## config.mk

```make
export PLATFORM = sky130hd
export DESIGN_NAME = ce_edge_enable_gen
export DESIGN_NICKNAME = d
export VERILOG_FILES = /design/src/rtl/ce_pkg.sv /design/src/rtl/ce_tgl_sync.sv /design/src/rtl/ce_phase_track.sv /design/src/rtl/ce_edge_enable_gen.sv
export SDC_FILE = /design/constraint.sdc
export NUM_CORES = 1
export LEC_CHECK = 0
export BUFFER_PORTS_ARGS = -buffer_cell sky130_fd_sc_hd__buf_2
export CAP_MARGIN = 20
export CORE_AREA = 3 3 40 42
export CTS_CLUSTER_DIAMETER = 50
export DETAILED_ROUTE_END_ITERATION = 16
export DIE_AREA = 0 0 43 45
export MAX_ROUTING_LAYER = met4
export PLACE_DENSITY_LB_ADDON = 0.12
export SLEW_MARGIN = 0
export SYNTH_ARGS = -nofsm -noshare
export SYNTH_HDL_FRONTEND = slang
export SYNTH_SLANG_ARGS = --single-unit
```

## constraint.sdc

```tcl
create_clock -name clk_i -period 1.9 [get_ports clk_i]
set_clock_uncertainty 0.1 [all_clocks]
set_input_delay 0.57 -clock clk_i [delete_from_list [all_inputs] [get_ports clk_i]]
set_output_delay 0.57 -clock clk_i [all_outputs]
set_load 0.005 [all_outputs]
```

## src/rtl/ce_pkg.sv

```systemverilog
package ce_pkg;
  // counter value (0 = edge cycle) of the last fast cycle before the next slow edge
  function automatic int unsigned early_slot(int unsigned ratio, int unsigned lat);
    return (2 * ratio - 1 - (lat % ratio)) % ratio;
  endfunction
endpackage

```

## src/rtl/ce_tgl_sync.sv

```systemverilog
module ce_tgl_sync #(
  parameter int unsigned STAGES = 2
) (
  input  logic clk_i,
  input  logic rst_ni,
  input  logic tgl_i,
  output logic pulse_o
);
  localparam int unsigned AW = $clog2(STAGES + 1);

  logic [STAGES-1:0] stage;
  logic              prev_q;
  logic [AW-1:0]     arm_cnt_q;
  logic              armed_q;

  for (genvar i = 0; i < STAGES; i++) begin : g_stage
    logic q;
    if (i == 0) begin : g_first
      always_ff @(posedge clk_i or negedge rst_ni)
        if (!rst_ni) q <= 1'b0;
        else         q <= tgl_i;
    end else begin : g_next
      always_ff @(posedge clk_i or negedge rst_ni)
        if (!rst_ni) q <= 1'b0;
        else         q <= stage[i-1];
    end
    assign stage[i] = q;
  end

  always_ff @(posedge clk_i or negedge rst_ni)
    if (!rst_ni) prev_q <= 1'b0;
    else         prev_q <= stage[STAGES-1];

  // hold detection off until prev_q carries a real sample
  always_ff @(posedge clk_i or negedge rst_ni)
    if (!rst_ni) begin
      arm_cnt_q <= '0;
      armed_q   <= 1'b0;
    end else if (!armed_q) begin
      if (arm_cnt_q == AW'(STAGES)) armed_q <= 1'b1;
      else                          arm_cnt_q <= arm_cnt_q + 1'b1;
    end

  assign pulse_o = armed_q & (stage[STAGES-1] ^ prev_q);
endmodule

```

## src/rtl/ce_phase_track.sv

```systemverilog
module ce_phase_track #(
  parameter int unsigned RATIO = 4,
  parameter int unsigned EARLY = 1
) (
  input  logic clk_i,
  input  logic rst_ni,
  input  logic pulse_i,
  output logic valid_o,
  output logic early_o,
  output logic locked_o,
  output logic error_o
);
  localparam int unsigned   CW     = (RATIO > 2) ? $clog2(RATIO) : 1;
  localparam logic [CW-1:0] RELOAD = CW'(1 % RATIO);
  localparam logic [CW-1:0] LAST   = CW'(RATIO - 1);
  localparam logic [CW-1:0] E_CNT  = CW'(EARLY);

  logic [CW-1:0] cnt_q, cnt_d;
  logic          locked_q, err_q;
  logic          mismatch;

  always_comb begin
    if (pulse_i)            cnt_d = RELOAD;
    else if (cnt_q == LAST) cnt_d = '0;
    else                    cnt_d = cnt_q + 1'b1;
  end

  // edge off-slot, or expected slot without edge
  assign mismatch = locked_q & (pulse_i ^ (cnt_q == '0));

  always_ff @(posedge clk_i or negedge rst_ni)
    if (!rst_ni) begin
      cnt_q    <= '0;
      locked_q <= 1'b0;
      err_q    <= 1'b0;
    end else begin
      cnt_q    <= cnt_d;
      locked_q <= locked_q | pulse_i;
      err_q    <= err_q | mismatch;
    end

  assign valid_o  = pulse_i & locked_q;
  assign early_o  = locked_q & (cnt_q == E_CNT);
  assign locked_o = locked_q;
  assign error_o  = err_q;
endmodule

```

## src/rtl/ce_edge_enable_gen.sv

```systemverilog
module ce_edge_enable_gen #(
  parameter int unsigned RATIO       = 4,
  parameter int unsigned SYNC_STAGES = 2
) (
  input  logic clk_i,
  input  logic rst_ni,
  input  logic slow_tgl_i,
  output logic valid_en_o,
  output logic early_en_o,
  output logic locked_o,
  output logic phase_error_o
);
  localparam int unsigned EARLY = ce_pkg::early_slot(RATIO, SYNC_STAGES);

  logic edge_pulse;

  ce_tgl_sync #(.STAGES(SYNC_STAGES)) u_sync (
    .clk_i   (clk_i),
    .rst_ni  (rst_ni),
    .tgl_i   (slow_tgl_i),
    .pulse_o (edge_pulse)
  );

  ce_phase_track #(.RATIO(RATIO), .EARLY(EARLY)) u_track (
    .clk_i    (clk_i),
    .rst_ni   (rst_ni),
    .pulse_i  (edge_pulse),
    .valid_o  (valid_en_o),
    .early_o  (early_en_o),
    .locked_o (locked_o),
    .error_o  (phase_error_o)
  );
endmodule

```

==> results of run 1 <==
critical path: cells and delay by family, from the launching register on:
kind          cells  cell delay (ns)
xor+xnor          1             0.22
simple gates      1             0.20
buf+inv           1             0.10
flops             1             0.41
flip-flops by register name, indices dropped and copies added, names as in the netlist:
register and cells:
u_sync.arm_cnt_q 2, u_sync.armed_q 1, u_sync.g_stage.q 2, u_sync.prev_q 1, u_track.cnt_q 2, u_track.error_o 1
u_track.locked_o 1
cells by family after synthesis:
kind of cell / count (synthesis)
AND/OR/NAND/NOR: 12
flip-flops: 10
buffers and inverters: 4
adder cells (fa/ha/maj): 4
AO/OA/AOI/OAI: 2
XOR/XNOR: 2
placed cells by master (no fill, tap or decap), types with 2 or more instances in the layout:
cell type  synthesis  layout
and2_1             2       2
buf_2              0       6
buf_4              0       2
clkbuf_4           0       3
dfrtp_1           10      10
ha_1               4       4
inv_1              3       3
nand2_1            3       3
nor2_1             2       2
o21ai_0            2       2
cell type report:
type / instances / area (um^2)
well taps: 15 / 18.77
clock buffers: 4 / 36.28
multi-input cells: 20 / 161.4
fillers: 129 / 762.0
flip-flops and latches: 10 / 250.2
inverters: 3 / 11.26
repair buffers: 8 / 45.04
worst paths after layout:
check | to | slack (ns)
hold reg to reg | u_sync.g_stage[1].q | 0.25
hold / removal | u_sync.prev_q | 0.05
min in group clk_i | u_sync.g_stage[1].q | 0.25
setup reg to reg | u_track.error_o | 0.25
setup / recovery | valid_en_o | 0.03
max in group asynchronous | u_track.cnt_q[0] | 1.46
power breakdown:
part           internal (mW)  switching [mW]
Sequential             0.227         0.00950
Clock                  0.116          0.0727
Combinational         0.0374          0.0339
Total                  0.380           0.116
layer usage:
metal	vias to the layer above	track usage, %	routed length [um]	part of all wire (%)
met5	-	-	0	0
met4	0	3.614	0	0
met3	0	5.976	57	8.8
met2	9	14.37	329	51
met1	129	8.543	262	40
li1	128	-	-	-
metrics by stage:
stage                TNS, ns  utilization, %  cells
floorplan                  0               -     34
global placement           0           35.83     54
detailed placement         0           35.83     54
CTS                        0           38.66     58
global route        -0.01501           40.70     60
finish                     0           40.70     60
repair_timing:
item / in CTS / in global routing
buffers inserted: 0 / 2
setup endpoints to repair: 0 / 1
resized for setup: 0 / 2
==> results.ini, run 1 <==
[layout]
nNetsFinal = 53
area_growth_pct = 25.90
final_layout_size_suffix_gt1_share_pct = 35.56
fin_area_um2 = 523.0
n_antenna_cell = 0

[timing]
whs_ns = 0.05166
fin_crit_sh_pct = 98.18
setup_violations = 0
slew_headroom_pct = 85.08
period_minus_slack_ns = 1.865
hold_viol = 0
setup_ws_ns = 0.03454
slew_violations = 0
fmax_mhz = 536.1
worst_slew_pin_slew_ns = 0.2237

[clocking]
cts_hold_buf = 0
htree_num_levels = 1
tritoncts = built
cts.path.max_buffers = 2
cts-root-buf = clkbuf_4
cts_buffers = 3
cts.sinks = 10
clk_pin_slew_ns = 0.07
clk_latency_ns = 0.26

[synth]
yosys.area.top_type_share_pct = 60.24
yosys.area_share.simple_pct = 17.47
synth-main-ff-cell = dfrtp_1
syn_area_um2 = 415.4
synth_warnings = 0
avgSynthCellArea_um2 = 12.22
synth_cells = 34
synthTopCellsByArea = dfrtp_1, ha_1, and2_1
synth.distinct_cells = 15
synth-edff-count = 0
yosysSeqAreaShare_pct = 60.24
synth_seq_cells = 10
ys_top_cells_by_count = dfrtp_1, ha_1, inv_1, nand2_1
syn_nets = 41
synth-compound-area-share_pct = 2.410
synth_top_area_cell = dfrtp_1
yosys.area_share.xor_xnor_pct = 4.217
synth_top_family_by_area = simple AND/OR/NAND/NOR gates
synth_adder_area_share_pct = 12.05
synth-async-reset-ratio_pct = 100.0
synth.most_common_cell = dfrtp_1
muxShareOfSynthArea_pct = 0

[grt]
overflow = 0
grt_util_all_layers_pct = 8.964
antenna_found_initial = 0
grt_pass1_wl_um = 1186
grt_max_degree = 11
grt_pass1_vias = 297

[setup_path]
path_class = reg2out
r2r-start = u_sync.g_stage[1].q
worstRegToRegCells = 4
arrival_ns = 1.20
start_kind = register
crit_required_ns = 1.23
cp_max_fo = 3
path_cells = xor2_2, and3_4, buf_2
end_kind = output pin
cp_slowest_cell = dfrtp_1
cp-startpoint = u_sync.g_stage[1].q
critPathMaxStageDelay_ns = 0.41

[detailed_routing]
ant_nets = 0
num_vias = 266
drc = 0
first_pass_iters = 3
drt_iter0_markers = 5
wl_per_cell_um = 10.82
drt_wl_total_um = 649
vias_per_cell = 4.433

[worst_hold_path]
holdCritPathClass = in2async

[place]
gp_congestion = 0.7183
place_area_um2 = 460.4
pre_cts_slack_ns = 0.3063
place.port_buffers = 6
dp_hpwl_um = 448.1

[power]
power_mw = 0.4966
p_leak_nw = 0.2427
power.density_nw_per_um2 = 949.5
ir_worst_vdd_uv = 513.2

[die]
fp-row-count = 13
core_area_um2 = 1285
start_util_pct = 32.33
io_pins = 7
fp.dieW_um = 43
fp.dieH_um = 45
die-area_um2 = 1935

[job]
cap_violations = 0

[run_status]
status = finished clean

Note: power is estimated with default switching activity, not from simulation.
==> inputs of run 2 (changes only) <==
--- a/config.mk
+++ b/config.mk
@@ -13,6 +13,7 @@
 export DIE_AREA = 0 0 43 45
 export MAX_ROUTING_LAYER = met4
 export PLACE_DENSITY_LB_ADDON = 0.12
+export RECOVER_POWER = 50
 export SLEW_MARGIN = 0
 export SYNTH_ARGS = -nofsm -noshare
 export SYNTH_HDL_FRONTEND = slang
==> results.ini, run 2 (synthesis gave the netlist of run 1 again) <==
[run_status]
status = finished clean

[timing]
setup_violations = 0  ; unchanged
fin_crit_sh_pct = 98.18  ; unchanged
slew_headroom_pct = 64.83  ; -20 points
whs_ns = 0.1508  ; +0.09911 ns
period_minus_slack_ns = 1.865  ; unchanged
fmax_mhz = 536.1  ; unchanged
hold_viol = 0  ; unchanged
worst_slew_pin_slew_ns = 0.5276  ; +0.3039 ns
slew_violations = 0  ; unchanged

[power]
ir_worst_vdd_uv = 513.2  ; about the same
comb_power_share_pct = 14.3  ; about the same
p_int_mw = 0.3802  ; about the same
p_sw_mw = 0.1161  ; about the same
p_leak_nw = 0.2399  ; -1.1%
seqPwrFrac_pct = 47.6  ; about the same
clkPwrFrac_pct = 38.1  ; about the same
power.density_nw_per_um2 = 951.2  ; +0.17%
swShare_pct = 23.40  ; about the same

[grt]
antenna_found_initial = 0  ; unchanged
grt_pass1_vias = 297  ; unchanged
overflow = 0  ; unchanged
grt_util_all_layers_pct = 8.964  ; unchanged
grt_pass1_wl_um = 1186  ; unchanged
grt_max_degree = 11  ; unchanged

[detailed_routing]
num_vias = 266  ; unchanged
met1Wirelength_um = 261  ; -0.38%
vias_per_cell = 4.433  ; unchanged
wl_per_cell_um = 10.78  ; -0.31%
first_pass_iters = 3  ; unchanged
drt_wl_total_um = 647  ; -0.31%
drc = 0  ; unchanged
wl_met2_um = 329  ; unchanged
dr.max_layer_used = met3
drt_iter0_markers = 5  ; unchanged
wl_met3_um = 56  ; -1.8%
ant_nets = 0  ; unchanged

[layout]
final_layout_size_suffix_gt1_share_pct = 33.33  ; -2.2 points
fin_area_um2 = 521.8  ; -0.24%
seqCellArea_um2 = 250.2  ; unchanged
layout_commonest_cell = dfrtp_1
multi_input_area_um2 = 161.4  ; unchanged
nNetsFinal = 53  ; unchanged
top_regs = u_sync.arm_cnt_q (2), u_sync.g_stage.q (2), u_track.cnt_q (2)
layout_common_cells = dfrtp_1, buf_2, ha_1
area_growth_pct = 25.60
n_antenna_cell = 0  ; unchanged
nFillCells = 128  ; -0.78%

[place]
gp_congestion = 0.7183  ; unchanged
place_area_um2 = 460.4  ; unchanged
dp_hpwl_um = 448.1  ; unchanged
place.port_buffers = 6  ; unchanged

[job]
cap_violations = 0  ; unchanged

[clocking]
cts-root-buf = clkbuf_4
clk_pin_slew_ns = 0.07  ; about the same
cts.sinks = 10  ; unchanged
tritoncts = built
cts.path.max_buffers = 2  ; unchanged
cts_buffers = 3  ; unchanged
htree_num_levels = 1  ; unchanged
clk_latency_ns = 0.26  ; about the same

[die]
fp.dieW_um = 43  ; unchanged
fp-row-count = 13  ; unchanged
die-area_um2 = 1935  ; unchanged
fp.dieH_um = 45  ; unchanged
io_pins = 7  ; unchanged
core_area_um2 = 1285  ; unchanged
start_util_pct = 32.33  ; unchanged

[worst_hold_path]
holdCritPathClass = in2async

[setup_path]
crit_required_ns = 1.23  ; about the same
start_kind = register
cp_max_fo = 3  ; unchanged
arrival_ns = 1.20  ; about the same
path_class = reg2out
end_kind = output pin

-- run 2: cell types whose count changed in the layout (fill, tap and decap cells not counted) --
cell,change
buf_2,-1
clkbuf_1,+1
-- run 2: final cells by class --
class                      count  share of cell area (%)
clock buffer                   4                   6.954
inverter                       3                   2.158
multi-input combinational     20                   30.94
sequential                    10                   47.96
tap                           15                   3.597
timing repair buffer           8                   8.393
-- run 2: repair_timing --
action / CTS / global route
hold buffers: 0 / 0
gates resized for setup: 0 / 2
setup buffers: 0 / 2
setup endpoints to repair: 0 / 1
-- run 2: path summary, 6_finish.rpt --
check | start | end | slack [ns] | cells after the start
worst max-delay path | u_sync.g_stage[1].q | valid_en_o | 0.03 | 3
worst min-delay path | rst_ni | u_sync.prev_q | 0.15 | 1
worst max register to register | u_sync.g_stage[1].q | u_track.error_o | 0.25 | 4
worst min register to register | u_sync.g_stage[0].q | u_sync.g_stage[1].q | 0.25 | 0
max in group asynchronous | rst_ni | u_track.cnt_q[0] | 1.20 | 1
min in group clk_i | u_sync.g_stage[0].q | u_sync.g_stage[1].q | 0.25 | 0
-- run 2: worst max-delay path, stage by stage, from the launching register on --
cell and delay [ns]:
dfrtp_1 0.41, xor2_2 0.22, and3_4 0.20, buf_2 0.10
-- run 2: per-layer routing --
layer	vias up	global-route usage [%]
met3	0	5.976
met5	-	-
met1	129	8.543
li1	128	-
met2	9	14.37
met4	0	3.614
-- run 2: power by group through the flow --
stage | Clock [mW] | Combinational, mW | Sequential (mW)
floorplan | 0 | 0.0416 | 0.238
global placement | 0 | 0.0620 | 0.239
detailed placement | 0 | 0.0643 | 0.240
CTS | 0.199 | 0.0642 | 0.236
global route | 0.210 | 0.0869 | 0.238
finish | 0.189 | 0.0710 | 0.236
-- run 2: through the flow --
stage	std cells	power (mW)	setup WS [ns]	TNS, ns	util (%)
after global placement	54	0.3008	0.3453	0	35.83
after floorplan	34	0.2796	0.4116	0	-
after CTS	58	0.4986	0.005930	0	38.66
after global routing	60	0.5356	-0.01501	-0.01501	40.60
after detailed placement	54	0.3043	0.3063	0	35.83
final	60	0.4963	0.03454	0	40.60
